--- config.mk ---
export PLATFORM = sky130hd
export DESIGN_NAME = mc_core
export DESIGN_NICKNAME = d
export VERILOG_FILES = /design/src/rtl/mc_pkg.sv /design/src/rtl/mc_alu.sv /design/src/rtl/mc_regfile.sv /design/src/rtl/mc_ctrl.sv /design/src/rtl/mc_core.sv
export SDC_FILE = /design/constraint.sdc
export NUM_CORES = 2
export LEC_CHECK = 0
export BUFFER_PORTS_ARGS = -buffer_cell sky130_fd_sc_hd__clkbuf_2
export CELL_PAD_IN_SITES_DETAIL_PLACEMENT = 0
export CELL_PAD_IN_SITES_GLOBAL_PLACEMENT = 1
export CORE_MARGIN = 8
export CORE_UTILIZATION = 58
export CTS_BUF_LIST = sky130_fd_sc_hd__clkbuf_16
export DETAILED_ROUTE_END_ITERATION = 10
export HOLD_SLACK_MARGIN = 0.08
export PLACE_DENSITY_LB_ADDON = 0.1
export SYNTH_ARGS = -nofsm -noshare
export SYNTH_HDL_FRONTEND = slang
export SYNTH_SLANG_ARGS = --single-unit
--- constraint.sdc ---
create_clock -name clk -period 9.4 [get_ports clk]
set_input_delay 0.47 -clock clk [delete_from_list [all_inputs] [get_ports clk]]
set_output_delay 0.47 -clock clk [all_outputs]
set_load 0.01 [all_outputs]
--- src/rtl/mc_pkg.sv ---
package mc_pkg;
  localparam int XLEN   = 32;
  localparam int NREGS  = 32;
  localparam int RIDX_W = $clog2(NREGS);

  localparam logic [5:0] OP_REG  = 6'h00;
  localparam logic [5:0] OP_JMP  = 6'h02;
  localparam logic [5:0] OP_BEQ  = 6'h04;
  localparam logic [5:0] OP_LOAD = 6'h23;
  localparam logic [5:0] OP_STOR = 6'h2B;

  localparam logic [5:0] FN_ADD = 6'h20;
  localparam logic [5:0] FN_SUB = 6'h22;
  localparam logic [5:0] FN_AND = 6'h24;
  localparam logic [5:0] FN_OR  = 6'h25;
  localparam logic [5:0] FN_SLT = 6'h2A;

  typedef enum logic [2:0] {AF_AND, AF_OR, AF_ADD, AF_SUB, AF_SLT} alu_fn_e;
  typedef enum logic [1:0] {AM_ADD = 2'b00, AM_SUB = 2'b01, AM_FUNCT = 2'b10} alu_mode_e;
  typedef enum logic [1:0] {SB_REG, SB_FOUR, SB_IMM, SB_IMMX4} srcb_e;
  typedef enum logic [1:0] {PS_ALU, PS_HELD, PS_JUMP} pcsrc_e;

  typedef enum logic [3:0] {
    ST_FETCH, ST_DECODE, ST_ADDR, ST_LDRD, ST_LDWB,
    ST_STWR, ST_REXE, ST_RWB, ST_BR, ST_JMP
  } step_e;

  typedef struct packed {
    logic      pc_we;
    logic      pc_we_cond;
    logic      data_addr;
    logic      mem_re;
    logic      mem_we;
    logic      wb_mem;
    logic      ir_we;
    logic      ab_we;
    logic      out_we;
    logic      dst_rd;
    logic      rf_we;
    logic      srca_reg;
    srcb_e     srcb;
    alu_mode_e aluop;
    pcsrc_e    pcsrc;
    logic      retire;
  } ctl_t;

  function automatic logic op_known(input logic [5:0] op);
    return (op == OP_REG) || (op == OP_JMP) || (op == OP_BEQ) ||
           (op == OP_LOAD) || (op == OP_STOR);
  endfunction
endpackage

--- src/rtl/mc_alu.sv ---
module mc_alu
  import mc_pkg::*;
#(
  parameter int W = 32
) (
  input  logic [W-1:0] op_a,
  input  logic [W-1:0] op_b,
  input  alu_mode_e    mode,
  input  logic [5:0]   funct,
  output logic [W-1:0] result,
  output logic         zero
);
  alu_fn_e fn;

  always_comb begin
    case (mode)
      AM_ADD: fn = AF_ADD;
      AM_SUB: fn = AF_SUB;
      default: begin
        case (funct)
          FN_SUB:  fn = AF_SUB;
          FN_AND:  fn = AF_AND;
          FN_OR:   fn = AF_OR;
          FN_SLT:  fn = AF_SLT;
          default: fn = AF_ADD;
        endcase
      end
    endcase
  end

  always_comb begin
    case (fn)
      AF_AND:  result = op_a & op_b;
      AF_OR:   result = op_a | op_b;
      AF_SUB:  result = op_a - op_b;
      AF_SLT:  result = {{(W-1){1'b0}}, ($signed(op_a) < $signed(op_b))};
      default: result = op_a + op_b;
    endcase
  end

  assign zero = (result == '0);
endmodule

--- src/rtl/mc_regfile.sv ---
module mc_regfile #(
  parameter int W = 32,
  parameter int N = 32,
  localparam int AW = $clog2(N)
) (
  input  logic          clk,
  input  logic          rst_n,
  input  logic          we,
  input  logic [AW-1:0] wa,
  input  logic [W-1:0]  wd,
  input  logic [AW-1:0] ra,
  input  logic [AW-1:0] rb,
  output logic [W-1:0]  rd_a,
  output logic [W-1:0]  rd_b
);
  logic [W-1:0] cells [N];

  always_ff @(posedge clk) begin
    if (we && (wa != '0)) cells[wa] <= wd;
  end

  assign rd_a = (ra == '0) ? '0 : cells[ra];
  assign rd_b = (rb == '0) ? '0 : cells[rb];


  zero_reg_a_chk: assert property (@(posedge clk) disable iff (!rst_n)
    (ra == '0) |-> (rd_a == '0));

  zero_reg_b_chk: assert property (@(posedge clk) disable iff (!rst_n)
    (rb == '0) |-> (rd_b == '0));
endmodule

--- src/rtl/mc_ctrl.sv ---
module mc_ctrl
  import mc_pkg::*;
(
  input  logic       clk,
  input  logic       rst_n,
  input  logic [5:0] opcode,
  output ctl_t       ctl
);
  step_e step_q, step_d;

  always_comb begin
    step_d = ST_FETCH;
    case (step_q)
      ST_FETCH:  step_d = ST_DECODE;
      ST_DECODE: begin
        case (opcode)
          OP_LOAD, OP_STOR: step_d = ST_ADDR;
          OP_REG:           step_d = ST_REXE;
          OP_BEQ:           step_d = ST_BR;
          OP_JMP:           step_d = ST_JMP;
          default:          step_d = ST_FETCH;
        endcase
      end
      ST_ADDR:  step_d = (opcode == OP_LOAD) ? ST_LDRD : ST_STWR;
      ST_LDRD:  step_d = ST_LDWB;
      ST_REXE:  step_d = ST_RWB;
      default:  step_d = ST_FETCH;
    endcase
  end

  always_ff @(posedge clk or negedge rst_n) begin
    if (!rst_n) step_q <= ST_FETCH;
    else        step_q <= step_d;
  end

  always_comb begin
    ctl = '0;
    case (step_q)
      ST_FETCH: begin
        ctl.mem_re = 1'b1;
        ctl.ir_we  = 1'b1;
        ctl.srcb   = SB_FOUR;
        ctl.aluop  = AM_ADD;
        ctl.pcsrc  = PS_ALU;
        ctl.pc_we  = 1'b1;
      end
      ST_DECODE: begin
        ctl.ab_we  = 1'b1;
        ctl.srcb   = SB_IMMX4;
        ctl.aluop  = AM_ADD;
        ctl.out_we = 1'b1;
        ctl.retire = !op_known(opcode);
      end
      ST_ADDR: begin
        ctl.srca_reg = 1'b1;
        ctl.srcb     = SB_IMM;
        ctl.aluop    = AM_ADD;
        ctl.out_we   = 1'b1;
      end
      ST_LDRD: begin
        ctl.mem_re    = 1'b1;
        ctl.data_addr = 1'b1;
      end
      ST_LDWB: begin
        ctl.rf_we  = 1'b1;
        ctl.wb_mem = 1'b1;
        ctl.retire = 1'b1;
      end
      ST_STWR: begin
        ctl.mem_we    = 1'b1;
        ctl.data_addr = 1'b1;
        ctl.retire    = 1'b1;
      end
      ST_REXE: begin
        ctl.srca_reg = 1'b1;
        ctl.srcb     = SB_REG;
        ctl.aluop    = AM_FUNCT;
        ctl.out_we   = 1'b1;
      end
      ST_RWB: begin
        ctl.rf_we  = 1'b1;
        ctl.dst_rd = 1'b1;
        ctl.retire = 1'b1;
      end
      ST_BR: begin
        ctl.srca_reg   = 1'b1;
        ctl.srcb       = SB_REG;
        ctl.aluop      = AM_SUB;
        ctl.pc_we_cond = 1'b1;
        ctl.pcsrc      = PS_HELD;
        ctl.retire     = 1'b1;
      end
      ST_JMP: begin
        ctl.pc_we  = 1'b1;
        ctl.pcsrc  = PS_JUMP;
        ctl.retire = 1'b1;
      end
      default: ctl = '0;
    endcase
  end


  unknown_op_chk: assert property (@(posedge clk) disable iff (!rst_n)
    (step_q == ST_DECODE && !op_known(opcode)) |=> (step_q == ST_FETCH));

  load_wb_follows_chk: assert property (@(posedge clk) disable iff (!rst_n)
    (step_q == ST_LDRD) |=> (step_q == ST_LDWB));

  retire_pulse_chk: assert property (@(posedge clk) disable iff (!rst_n)
    ctl.retire |=> !ctl.retire);
endmodule

--- src/rtl/mc_core.sv ---
module mc_core
  import mc_pkg::*;
(
  input  logic              clk,
  input  logic              rst_n,
  output logic [XLEN-1:0]   mem_addr,
  output logic              mem_re,
  output logic              mem_we,
  output logic [XLEN-1:0]   mem_wdata,
  input  logic [XLEN-1:0]   mem_rdata,
  output logic              retire,
  output logic              rf_wr_en,
  output logic [RIDX_W-1:0] rf_wr_idx,
  output logic [XLEN-1:0]   rf_wr_data
);
  localparam int IMM_W = 16;

  logic [1:0] rst_sync;
  logic       rst_int_n;

  always_ff @(posedge clk or negedge rst_n) begin
    if (!rst_n) rst_sync <= '0;
    else        rst_sync <= {rst_sync[0], 1'b1};
  end
  assign rst_int_n = rst_sync[1];

  ctl_t ctl;
  logic [XLEN-1:0] pc_q, ir_q, mdr_q, a_q, b_q, out_q;
  logic [XLEN-1:0] pc_d, rf_a, rf_b, alu_a, alu_b, alu_res, imm_ext, jmp_tgt;
  logic            alu_zero, pc_en;

  logic [5:0]        f_op, f_fn;
  logic [RIDX_W-1:0] f_rs, f_rt, f_rd;
  assign f_op = ir_q[31:26];
  assign f_rs = ir_q[25:21];
  assign f_rt = ir_q[20:16];
  assign f_rd = ir_q[15:11];
  assign f_fn = ir_q[5:0];
  assign imm_ext = {{(XLEN-IMM_W){ir_q[IMM_W-1]}}, ir_q[IMM_W-1:0]};
  assign jmp_tgt = {pc_q[XLEN-1:XLEN-4], ir_q[25:0], 2'b00};

  mc_ctrl u_ctrl (
    .clk    (clk),
    .rst_n  (rst_int_n),
    .opcode (f_op),
    .ctl    (ctl)
  );

  mc_regfile #(.W(XLEN), .N(NREGS)) u_rf (
    .clk   (clk),
    .rst_n (rst_int_n),
    .we    (ctl.rf_we),
    .wa    (rf_wr_idx),
    .wd    (rf_wr_data),
    .ra    (f_rs),
    .rb    (f_rt),
    .rd_a  (rf_a),
    .rd_b  (rf_b)
  );

  always_comb begin
    alu_a = ctl.srca_reg ? a_q : pc_q;
    case (ctl.srcb)
      SB_REG:   alu_b = b_q;
      SB_FOUR:  alu_b = XLEN'(4);
      SB_IMM:   alu_b = imm_ext;
      default:  alu_b = imm_ext << 2;
    endcase
  end

  mc_alu #(.W(XLEN)) u_alu (
    .op_a   (alu_a),
    .op_b   (alu_b),
    .mode   (ctl.aluop),
    .funct  (f_fn),
    .result (alu_res),
    .zero   (alu_zero)
  );

  always_comb begin
    case (ctl.pcsrc)
      PS_HELD: pc_d = out_q;
      PS_JUMP: pc_d = jmp_tgt;
      default: pc_d = alu_res;
    endcase
  end
  assign pc_en = ctl.pc_we | (ctl.pc_we_cond & alu_zero);

  always_ff @(posedge clk or negedge rst_int_n) begin
    if (!rst_int_n) begin
      pc_q  <= '0;
      ir_q  <= '0;
      mdr_q <= '0;
      a_q   <= '0;
      b_q   <= '0;
      out_q <= '0;
    end else begin
      if (pc_en)                         pc_q  <= pc_d;
      if (ctl.ir_we)                     ir_q  <= mem_rdata;
      if (ctl.mem_re && ctl.data_addr)   mdr_q <= mem_rdata;
      if (ctl.ab_we)                     a_q   <= rf_a;
      if (ctl.ab_we)                     b_q   <= rf_b;
      if (ctl.out_we)                    out_q <= alu_res;
    end
  end

  assign mem_addr   = ctl.data_addr ? out_q : pc_q;
  assign mem_re     = ctl.mem_re;
  assign mem_we     = ctl.mem_we;
  assign mem_wdata  = b_q;
  assign retire     = ctl.retire;
  assign rf_wr_en   = ctl.rf_we;
  assign rf_wr_idx  = ctl.dst_rd ? f_rd : f_rt;
  assign rf_wr_data = ctl.wb_mem ? mdr_q : out_q;


  single_mem_access_chk: assert property (@(posedge clk) disable iff (!rst_int_n)
    !(mem_re && mem_we));

  fetch_advance_chk: assert property (@(posedge clk) disable iff (!rst_int_n)
    ctl.ir_we |=> (pc_q == $past(pc_q) + XLEN'(4)));

  branch_untaken_chk: assert property (@(posedge clk) disable iff (!rst_int_n)
    (ctl.pc_we_cond && !alu_zero) |=> (pc_q == $past(pc_q)));
endmodule

==> impl_summary.txt <==
----------------------------------------------------
[STA]
  Largest clock skew in the final design ... 0.0520 ns
  Final setup TNS ... 0 ns
  Number of hold-slack violations in the final timing report ... 0
  Crit path time final ... 7.69 ns
  Share of the clock period used by the worst path ... 0.818
  Count of pins over their slew limit ... 0
  Finish-stage setup viols ... 0
  Slew at the pin closest to its max-slew limit ... 1.38 ns
  Worst slew margin relative to its limit ... 0.0782
  Min Hold Slack ... 0.120 ns
  Unrepaired setup endpoints after global routing ... false
  Maximum clock frequency ... 0.130 GHz

[Yosys]
  Syn Inst Count ... 4331
  Synthesized area per cell ... 14.4 um^2
  Number of enable flip-flop cells after synthesis ... 1024
  Portion of the post-synthesis area used by sequential elements ... 0.572
  Post-synthesis sequential element count ... 1222
  Cell variety after synth ... 88
  Most instantiated flip-flop cell in the synthesis netlist ... sky130_fd_sc_hd__edfxtp_1
  Mapped Area ... 0.0625 mm^2
  Fraction of synthesis flops using an asynchronous set or reset pin ... 0.162
  Synth Warn # ... 0

[Floorplanning]
  Total die area ... 0.118 mm^2
  Floorplan die width ... 344 um
  Placeable core region ... 0.107 mm^2
  Number of rows created at floorplan ... 120
  Die boundary height ... 344 um
  Initial standard-cell utilization of the core ... 0.584
  I/O Pins ... 139

[Clock tree]
  Number of setup buffers added after CTS ... 0
  CTS H-Tree Depth ... 3
  Num CTS Buffers ... 120
  # resized after CTS ... 0
  Worst-case clock buffer depth ... 3
  Clock root cell ... sky130_fd_sc_hd__clkbuf_16
  Post-cts hold buffer count ... 31
  Clock transition at the registers of the reported paths ... 0.08 ns
  Sinks on Clock Net ... 1222
  Clk Latency, worst-skew pair ... 0.75 ns
  TritonCTS clock tree ... built

[Setup path]
  CP Buf/Inv Count ... 3
  Critical path launch point type ... flip-flop
  Category of cells accounting for the largest share of critical-path delay ... simple AND/OR/NAND/NOR gates
  Library cell appearing most often on the critical path ... sky130_fd_sc_hd__buf_4
  Data required, critical path ... 9.99 ns
  Arrival time at the worst endpoint ... 8.28 ns
  Maximum fanout along the worst path ... 29
  Cells traversed along the worst timing path ... nand2b_1 -> nor2_1 -> nor2_4 -> buf_4 -> mux2_2 -> ha_1 -> fa_1 -> a211oi_1 -> o21ai_0 -> buf_4 -> a311oi_1 -> a2111oi_0 -> o21ai_0 -> o31ai_1 -> nor3_1 -> nand2_1 -> or4b_1 -> or4b_4 -> nand2_1 -> buf_4 -> mux2_2
  Depth of the most critical reg-to-reg path ... 21
  Kind of end point of the critical path ... flip-flop
  Slowest cell on the critical path ... sky130_fd_sc_hd__dfrtp_1
  Highest cell delay on the worst timing path ... 0.68 ns
  Number of logic stages on the critical path including buffering ... 21
  Setup CP Type ... reg -> reg

[Layout]
  # fillers ... 7693
  Final nets ... 4558
  Ratio of cells with drive above 1 in the final layout ... 0.249
  Layout area overhead ... 10.9%

[GRT]
  Global-route wire length before repair ... 299000 um
  Initial antenna violation count ... 10
  Via count of the first global-routing pass ... 41800
  Grt total ovfl ... 0
  Global-route usage over all layers ... 0.351
  Largest net degree at the start of global routing ... 142

[Drt]
  Mean routed wirelength per cell ... 35.5 um
  Number of DRC markers in iteration 0 ... 5394
  Via-to-Cell Ratio ... 7.21
  Post-route ant nets ... 0
  DRC viols ... 0
  Final routed wirelength across all metal layers ... 211000 um
  Vias ... 42800
  DR pass1 iterations ... 6

[Status]
  Status ... finished clean

[Placement]
  Detailed-placement wirelength estimate ... 127000 um
  RD Place Congestion ... 0.976
  Port Buffer Count ... 138

[Pwr]
  Static leakage power ... 24.3 nW
  Pwr/cell area ... 396 mW/mm^2
  Max VDD drop ... 311 uV

[Worst hold path]
  Number of cells on the worst hold path ... 2
  Class of the worst hold path ... in -> reg

[Job]
  Max-Cap Viols ... 0

----------------------------------------------------
==> synthesized netlist by cell type (12+ instances only) <==
cell type	count	area, um^2
sky130_fd_sc_hd__nor2b_1	18	113
sky130_fd_sc_hd__o31ai_1	15	113
sky130_fd_sc_hd__nor4_1	12	75.1
sky130_fd_sc_hd__mux2_2	274	3090
sky130_fd_sc_hd__and2_1	13	81.3
sky130_fd_sc_hd__o221ai_1	99	867
sky130_fd_sc_hd__ha_1	98	1230
sky130_fd_sc_hd__nor3_1	50	250
sky130_fd_sc_hd__o22ai_1	88	551
sky130_fd_sc_hd__a211oi_1	40	300
sky130_fd_sc_hd__a22o_1	36	315
sky130_fd_sc_hd__o21ai_0	204	1020
sky130_fd_sc_hd__dfrtp_1	198	4950
sky130_fd_sc_hd__a21o_1	13	97.6
sky130_fd_sc_hd__nand2_1	196	736
sky130_fd_sc_hd__mux2i_1	280	2800
sky130_fd_sc_hd__a221oi_1	48	420
sky130_fd_sc_hd__nand2b_1	32	200
sky130_fd_sc_hd__edfxtp_1	1024	30700
sky130_fd_sc_hd__mux4_2	367	8270
sky130_fd_sc_hd__buf_1	65	244
sky130_fd_sc_hd__o21a_1	12	90.1
sky130_fd_sc_hd__a21oi_1	283	1420
sky130_fd_sc_hd__o211ai_1	37	278
sky130_fd_sc_hd__inv_1	104	390
sky130_fd_sc_hd__nor2_1	242	908
sky130_fd_sc_hd__a221o_1	22	220
sky130_fd_sc_hd__nand3_1	16	80.1
sky130_fd_sc_hd__buf_2	29	145
sky130_fd_sc_hd__clkbuf_1	227	852
==> per-layer routing <==
layer	vias up	wire length, um	track usage
met5	-	69	0
met4	8	11300	0.159
met3	596	24300	0.0809
met2	2722	97700	0.554
met1	21900	77600	0.468
li1	17600	-	-
==> sequential cells by signal (all words and copies together) (netlist names) <==
register,cells
a_q,32
mem_wdata,32
ir_q,32
rst_sync,2
out_q,32
u_ctrl.step_q,4
u_rf.cells,1024
pc_q,32
mdr_q,32
==> power by group <==
group / total, mW / leakage [nW] / internal, mW / switching (mW)
sequential: 8.17 / 11.5 / 7.16 / 1.01
clock: 4.85 / 2.04 / 2.74 / 2.11
combinational: 14.4 / 10.7 / 5.37 / 9.03
==> area by class of cell <==
type	instances	area, um^2	area share
flip-flops and latches	1222	35700	0.516
multi-input cells	2707	25500	0.369
clock buffers	124	3100	0.0448
repair buffers	268	1860	0.0268
well taps	1403	1760	0.0253
clock inverters	102	861	0.0124
inverters	105	394	0.00569
diodes	4	10.0	0.000145
==> cell usage in the layout (no fill, tap or decap), drive strengths merged, types with 13 or more instances in the layout <==
cell / synthesis / final
dfrtp: 198 / 198
nand3: 16 / 16
clkinv: 1 / 57
o31ai: 15 / 15
and2: 13 / 13
buf: 101 / 99
a22o: 36 / 36
clkbuf: 227 / 262
a211oi: 42 / 42
a221oi: 50 / 50
nand2b: 32 / 32
nor3: 50 / 50
nor2b: 18 / 18
ha: 98 / 98
dlygate4sd3: 0 / 31
a21oi: 286 / 286
o211ai: 38 / 38
edfxtp: 1024 / 1024
mux2: 283 / 283
bufinv: 0 / 13
o221ai: 99 / 99
a21o: 13 / 13
mux2i: 280 / 280
mux4: 367 / 367
a221o: 22 / 22
nand2: 197 / 197
o21ai: 206 / 206
conb: 2 / 33
nor2: 242 / 242
inv: 104 / 135
o22ai: 88 / 88
==> per-stage QoR <==
step / cell area, um^2 / util / total power, mW / std cells / setup slack (ns)
floorplan: 62600 / - / 17.4 / 4362 / 3.47
global placement: 65000 / 0.608 / 22.3 / 5674 / 1.84
detailed placement: 65000 / 0.608 / 22.3 / 5674 / 1.82
CTS: 69200 / 0.648 / 27.2 / 5931 / 1.77
global route: 69200 / 0.648 / 28.6 / 5932 / 1.47
finish: 69300 / 0.648 / 27.4 / 5935 / 1.71
==> worst paths after layout <==
| kind | slack, ns | endpoint | from |
|---|---|---|---|
| max in group asynchronous | 7.50 | ir_q[11]$_DFFE_PN0P_ | rst_sync[1]$_DFF_PN0_ |
| min in group asynchronous | 0.45 | mdr_q[30]$_DFFE_PN0P_ | rst_sync[1]$_DFF_PN0_ |
| worst min register to register | 0.34 | rst_sync[1]$_DFF_PN0_ | rst_sync[0]$_DFF_PN0_ |
| worst max-delay path | 1.71 | pc_q[14]$_DFFE_PN0P_ | u_ctrl.step_q[1]$_DFF_PN0_ |
| worst max register to register | 1.71 | pc_q[14]$_DFFE_PN0P_ | u_ctrl.step_q[1]$_DFF_PN0_ |
| worst min-delay path | 0.12 | mdr_q[15]$_DFFE_PN0P_ | mem_rdata[15] |
==> kinds of logic after synthesis <==
group	after synthesis	share of synthesized area
muxes	930	0.228
AOI/OAI and AO/OA	994	0.105
DFF	1222	0.572
adders and majority gates	100	0.0203
buffers and inverters	433	0.0272
and+or+nand+nor	639	0.0463
other	2	0.000120
xor gates and xnor gates	11	0.00154
==> worst register-to-register path: stages (launching register included) <==
cell                        delay, ns
sky130_fd_sc_hd__dfrtp_1         0.68
sky130_fd_sc_hd__nand2b_1        0.43
sky130_fd_sc_hd__nor2_1          0.19
sky130_fd_sc_hd__nor2_4          0.42
sky130_fd_sc_hd__buf_4           0.41
sky130_fd_sc_hd__mux2_2          0.39
sky130_fd_sc_hd__ha_1            0.23
sky130_fd_sc_hd__fa_1            0.50
sky130_fd_sc_hd__a211oi_1        0.44
sky130_fd_sc_hd__o21ai_0         0.14
sky130_fd_sc_hd__buf_4           0.18
sky130_fd_sc_hd__a311oi_1        0.46
sky130_fd_sc_hd__a2111oi_0       0.31
sky130_fd_sc_hd__o21ai_0         0.22
sky130_fd_sc_hd__o31ai_1         0.09
sky130_fd_sc_hd__nor3_1          0.48
sky130_fd_sc_hd__nand2_1         0.09
sky130_fd_sc_hd__or4b_1          0.48
sky130_fd_sc_hd__or4b_4          0.50
sky130_fd_sc_hd__nand2_1         0.08
sky130_fd_sc_hd__buf_4           0.40
sky130_fd_sc_hd__mux2_2          0.42
Note: power is estimated with default switching activity, not from simulation.
